### src/rtl/magcmp_pkg.sv
package magcmp_pkg;

    // Relation handed from one bit cell to the next less significant one.
    typedef struct packed {
        logic gt;
        logic eq;
        logic lt;
    } rel_t;

    // Neutral relation for a stand-alone comparison.
    localparam rel_t REL_SEED = '{gt: 1'b0, eq: 1'b1, lt: 1'b0};

    // One cell: decides on its own bit pair only while still undecided.
    function automatic rel_t rel_step(rel_t up, logic a_bit, logic b_bit);
        rel_t r;
        r.gt = up.gt | (up.eq & a_bit & ~b_bit);
        r.lt = up.lt | (up.eq & ~a_bit & b_bit);
        r.eq = up.eq & ~(a_bit ^ b_bit);
        return r;
    endfunction

endpackage

### src/rtl/cmp_bit_cell.sv
module cmp_bit_cell
    import magcmp_pkg::*;
(
    input  rel_t from_up,
    input  logic bit_a,
    input  logic bit_b,
    output rel_t to_down
);

    assign to_down = rel_step(from_up, bit_a, bit_b);

    always_comb begin
        // A decision taken above is handed down untouched.
        if (!from_up.eq)
            AST_DECIDED_PASSES: assert (to_down == from_up);
        // Matching bits keep an undecided relation as it is.
        if (from_up.eq && (bit_a == bit_b))
            AST_MATCH_KEEPS: assert (to_down == from_up);
    end

endmodule

### src/rtl/cmp_ripple_chain.sv
module cmp_ripple_chain
    import magcmp_pkg::*;
#(
    parameter int WIDTH = 8
) (
    input  logic [WIDTH-1:0] vec_a,
    input  logic [WIDTH-1:0] vec_b,
    input  rel_t             seed,
    output rel_t             result
);

    localparam int LINKS = WIDTH + 1;

    rel_t link [LINKS];

    assign link[WIDTH] = seed;

    generate
        for (genvar i = WIDTH - 1; i >= 0; i--) begin : g_cell
            cmp_bit_cell u_cell (
                .from_up (link[i+1]),
                .bit_a   (vec_a[i]),
                .bit_b   (vec_b[i]),
                .to_down (link[i])
            );
        end
    endgenerate

    assign result = link[0];

endmodule

### src/rtl/cmp_min_route.sv
module cmp_min_route #(
    parameter int WIDTH = 8
) (
    input  logic [WIDTH-1:0] in_a,
    input  logic [WIDTH-1:0] in_b,
    input  logic             take_a,
    output logic [WIDTH-1:0] chosen
);

    generate
        for (genvar i = 0; i < WIDTH; i++) begin : g_mux
            assign chosen[i] = take_a ? in_a[i] : in_b[i];
        end
    endgenerate

endmodule

### src/rtl/magcmp_cascade.sv
module magcmp_cascade
    import magcmp_pkg::*;
#(
    parameter int WIDTH = 8
) (
    input  logic [WIDTH-1:0] op_a,
    input  logic [WIDTH-1:0] op_b,
    input  logic             cas_gt,
    input  logic             cas_eq,
    input  logic             cas_lt,
    output logic             a_gt_b,
    output logic             a_eq_b,
    output logic             a_lt_b,
    output logic [WIDTH-1:0] min_val
);

    rel_t seed_rel;
    rel_t final_rel;

    assign seed_rel = '{gt: cas_gt, eq: cas_eq, lt: cas_lt};

    cmp_ripple_chain #(.WIDTH(WIDTH)) u_chain (
        .vec_a  (op_a),
        .vec_b  (op_b),
        .seed   (seed_rel),
        .result (final_rel)
    );

    assign a_gt_b = final_rel.gt;
    assign a_eq_b = final_rel.eq;
    assign a_lt_b = final_rel.lt;

    cmp_min_route #(.WIDTH(WIDTH)) u_min (
        .in_a   (op_a),
        .in_b   (op_b),
        .take_a (final_rel.lt),
        .chosen (min_val)
    );

    always_comb begin
        if (seed_rel == REL_SEED) begin
            AST_GT_MATCHES: assert (a_gt_b == (op_a > op_b));
            AST_EQ_MATCHES: assert (a_eq_b == (op_a == op_b));
            AST_LT_MATCHES: assert (a_lt_b == (op_a < op_b));
            AST_MIN_IS_MIN: assert ((min_val <= op_a) && (min_val <= op_b));
        end
        if ($onehot({cas_gt, cas_eq, cas_lt}))
            AST_ONE_FLAG: assert ($onehot({a_gt_b, a_eq_b, a_lt_b}));
        if (cas_gt && !cas_eq && !cas_lt)
            AST_FORCED_GT: assert (a_gt_b && !a_eq_b && !a_lt_b);
        if (cas_lt && !cas_eq && !cas_gt)
            AST_FORCED_LT: assert (a_lt_b && !a_eq_b && !a_gt_b);
        if (!cas_gt && !cas_eq && !cas_lt)
            AST_ZERO_SEED: assert (!a_gt_b && !a_eq_b && !a_lt_b);
    end

endmodule

### config.mk
export PLATFORM = sky130hd
export DESIGN_NAME = magcmp_cascade
export DESIGN_NICKNAME = d
export VERILOG_FILES = /design/src/rtl/magcmp_pkg.sv /design/src/rtl/cmp_bit_cell.sv /design/src/rtl/cmp_ripple_chain.sv /design/src/rtl/cmp_min_route.sv /design/src/rtl/magcmp_cascade.sv
export SDC_FILE = /design/constraint.sdc
export NUM_CORES = 1
export LEC_CHECK = 0
export BUFFER_PORTS_ARGS = -buffer_cell sky130_fd_sc_hd__clkbuf_2
export CAP_MARGIN = 20
export CORE_AREA = 5 5 42 44
export DETAILED_ROUTE_END_ITERATION = 10
export DIE_AREA = 0 0 47 49
export PLACE_DENSITY_LB_ADDON = 0.05
export SLEW_MARGIN = 20
export SYNTH_ARGS = -nofsm -noshare
export SYNTH_HDL_FRONTEND = slang
export SYNTH_SLANG_ARGS = --single-unit
### constraint.sdc
create_clock -name vclk -period 3.9
set_clock_uncertainty 0.05 [all_clocks]
set_input_delay 0.39 -clock vclk [all_inputs]
set_output_delay 0.39 -clock vclk [all_outputs]
set_load 0.02 [all_outputs]
==> run_results.csv <==
group,metric,value,unit
route,drc_errors,0,
floorplan,rows,14,
yosys,seq_area_frac_synth,0,%
worst_hold_path,hold_class,"input pin to primary output",
route,antenna_left,0,
yosys,yosys-top-cells-area,"mux2_4, maj3_2, xnor2_1",
clock_tree,post_cts_resized,0,
grt,overflow,0,
route,vias,492,
timing,relSlewSlack,77.8,%
floorplan,initial_utilization,30.9,%
cells_and_area,seq_cell_count,0,
critical_path,critical_path_class,"input pin to primary output",
critical_path,crit_chain,"clkbuf_2 > nand2b_1 > maj3_2 > maj3_2 > a221oi_2 > mux2_1 > clkbuf_2",
power_and_ir_drop,p_switching,44.3,uW
cells_and_area,nets,105,
cells_and_area,multiInputGateArea,403,um^2
yosys,synth_area,433,um^2
power_and_ir_drop,power.share.clock,0,%
grt,track_usage,9.75,%
timing,tightestPinTransition,332,ps
yosys,synth_top_area_cell,"mux2_4",
route,drtIter0Drc,5,
yosys,yosys.area.top_type_share,13.9,%
power_and_ir_drop,internal_power,36.5,uW
timing,hold_viol_final,0,
timing,fin_ws,1300,ps
timing,grt_setup_unrepaired,"no",
power_and_ir_drop,switching_share,54.8,%
floorplan,fp.dieH,49,um
grt,antenna_found_initial,0,
floorplan,dieWidth,47,um
timing,setup_viol_count_final,0,
timing,drv_slew,0,
critical_path,path_delay_family,"adder cells",
placed_design,hpwl,1020,um
power_and_ir_drop,seq_power_share,0,%
yosys,synth_cells,54,
grt,grt_pass1_wl,1810,um
critical_path,critPathSlowestCell,"maj3_2",
cells_and_area,clockBufferCount,0,
grt,grt_pass1_vias,421,
cells_and_area,mostFrequentLayoutCells,"clkbuf_2, inv_1, nand2_1",
timing,min_period,2600,ps
power_and_ir_drop,peakVddDrop,0.0000461,V
route,wl_per_cell,11.3,um
yosys,syn_nets,73,
yosys,synth_cell_types,27,
cells_and_area,layout_commonest_cell,"clkbuf_2",
cells_and_area,fill_cells,151,
worst_hold_path,min_from,"op_b[0]",
clock_tree,postCtsSetupRepairBufs,0,
worst_hold_path,hold_path_depth,4,
critical_path,slowest_delay,350,ps
power_and_ir_drop,pwr-share-comb,100.0,%
clock_tree,hold_buffers,0,
cells_and_area,seq_area,0,um^2
yosys,yosys_warnings,0,
critical_path,cp_max_fo,3,
floorplan,dieArea,0.00230,mm^2
critical_path,startpoint_type,"input pin",
route,viasPerCell,4.92,
cells_and_area,drive_gt1_share,51.2,%
placed_design,dpl_worst_slack,1290,ps
job,cap_violations,0,
timing,fin_crit_sh,66.8,%
placed_design,io_buffers,30,
critical_path,crit_buf_inv,2,
grt,grt_max_degree,7,
timing,timing.fmax,384,MHz
worst_hold_path,min_to,"min_val[0]",
critical_path,critPathArrivalTime,2160,ps
cells_and_area,diodes,0,
power_and_ir_drop,powerDensity,134,mW/mm^2
route,wirelength,1130,um
cells_and_area,area_growth,39.3,%
floorplan,core_region_area,0.00140,mm^2
critical_path,worstPathRequired,3460,ps
placed_design,place_congestion,0.695,
route,first_pass_iters,4,
critical_path,end_kind,"primary output",
timing,tns,0,ps
status,status,"completed",
yosys,postSynthAreaPerCell,8.02,um^2
floorplan,io_pins,30,
power_and_ir_drop,cellLeakagePower,0.000298,uW
[cell type report]
class	instances	share of cell area, %
inverters	8	4.98
multi-input cells	46	66.8
repair buffers	30	24.9
well taps	16	3.32
[through the flow]
step	util (%)	cell area, um^2	hold WS (ps)	total power (uW)	std cells
after floorplan	-	433	889	51.7	54
after global placement	43.0	603	1080	82.8	100
after detailed placement	43.0	603	1080	81.7	100
after CTS	43.0	603	1080	82.1	100
after global routing	43.0	603	1090	88.0	100
final	43.0	603	1070	80.8	100
[power by group through the flow]
stage / clock network [uW] / registers (uW) / logic (uW)
6_report: 0 / 0 / 80.8
5_1_grt: 0 / 0 / 88.0
4_1_cts: 0 / 0 / 82.1
3_5_place_dp: 0 / 0 / 81.7
3_3_place_gp: 0 / 0 / 82.8
2_1_floorplan: 0 / 0 / 51.7
[kinds of logic (layout without fill, tap and decap cells)]
family / Yosys count / in the layout / share of synthesized area, %
muxes: 7 / 7 / 21.4
AOI/OAI and AO/OA: 13 / 13 / 28.0
and+or+nand+nor: 16 / 16 / 20.8
xor gates and xnor gates: 5 / 5 / 10.1
adders and majority gates: 5 / 5 / 12.7
buffers and inverters: 8 / 38 / 6.94
[tightest hold or removal path, cell delays in order]
cell	delay [ps]
clkbuf_2	100
inv_1	50
a21oi_1	50
clkbuf_2	150
[Yosys cell counts]
| library cell | n |
|---|---|
| o221ai_1 | 1 |
| nor3b_1 | 1 |
| maj3_2 | 4 |
| nand2b_1 | 4 |
| o211ai_4 | 1 |
| nand3_2 | 1 |
| o211ai_1 | 1 |
| a221oi_2 | 1 |
| mux2_1 | 2 |
| maj3_1 | 1 |
| xnor2_1 | 4 |
| mux2i_1 | 1 |
| nand4_1 | 1 |
| o21ai_1 | 1 |
| a211o_2 | 1 |
| inv_1 | 8 |
| a21oi_1 | 3 |
| nand3_1 | 1 |
| xor2_1 | 1 |
| o21ai_0 | 1 |
| nand2_1 | 5 |
| mux2_4 | 4 |
| a41oi_1 | 1 |
| a221oi_1 | 1 |
| a21oi_4 | 1 |
| nor2b_1 | 2 |
| nor3_1 | 1 |
[per-layer routing]
metal | vias to the layer above | global-route usage [%] | share of wire [%]
li1 | 260 | - | -
met3 | 0 | 1.48 | 10
met5 | - | 0 | 0
met1 | 212 | 13.9 | 44
met2 | 20 | 16.1 | 45
met4 | 0 | 0 | 0
[how the worst max path moves through the flow]
stage	from	endpoint	slack, ps	depth (start not counted)
floorplan	op_a[6]	min_val[7]	1520	6
global placement	op_b[2]	min_val[1]	1270	7
detailed placement	op_b[2]	min_val[1]	1290	7
CTS	op_b[2]	min_val[1]	1280	7
global route	op_a[5]	min_val[2]	1160	8
finish	op_b[2]	min_val[1]	1300	7
(Power assumes the default switching activity.)
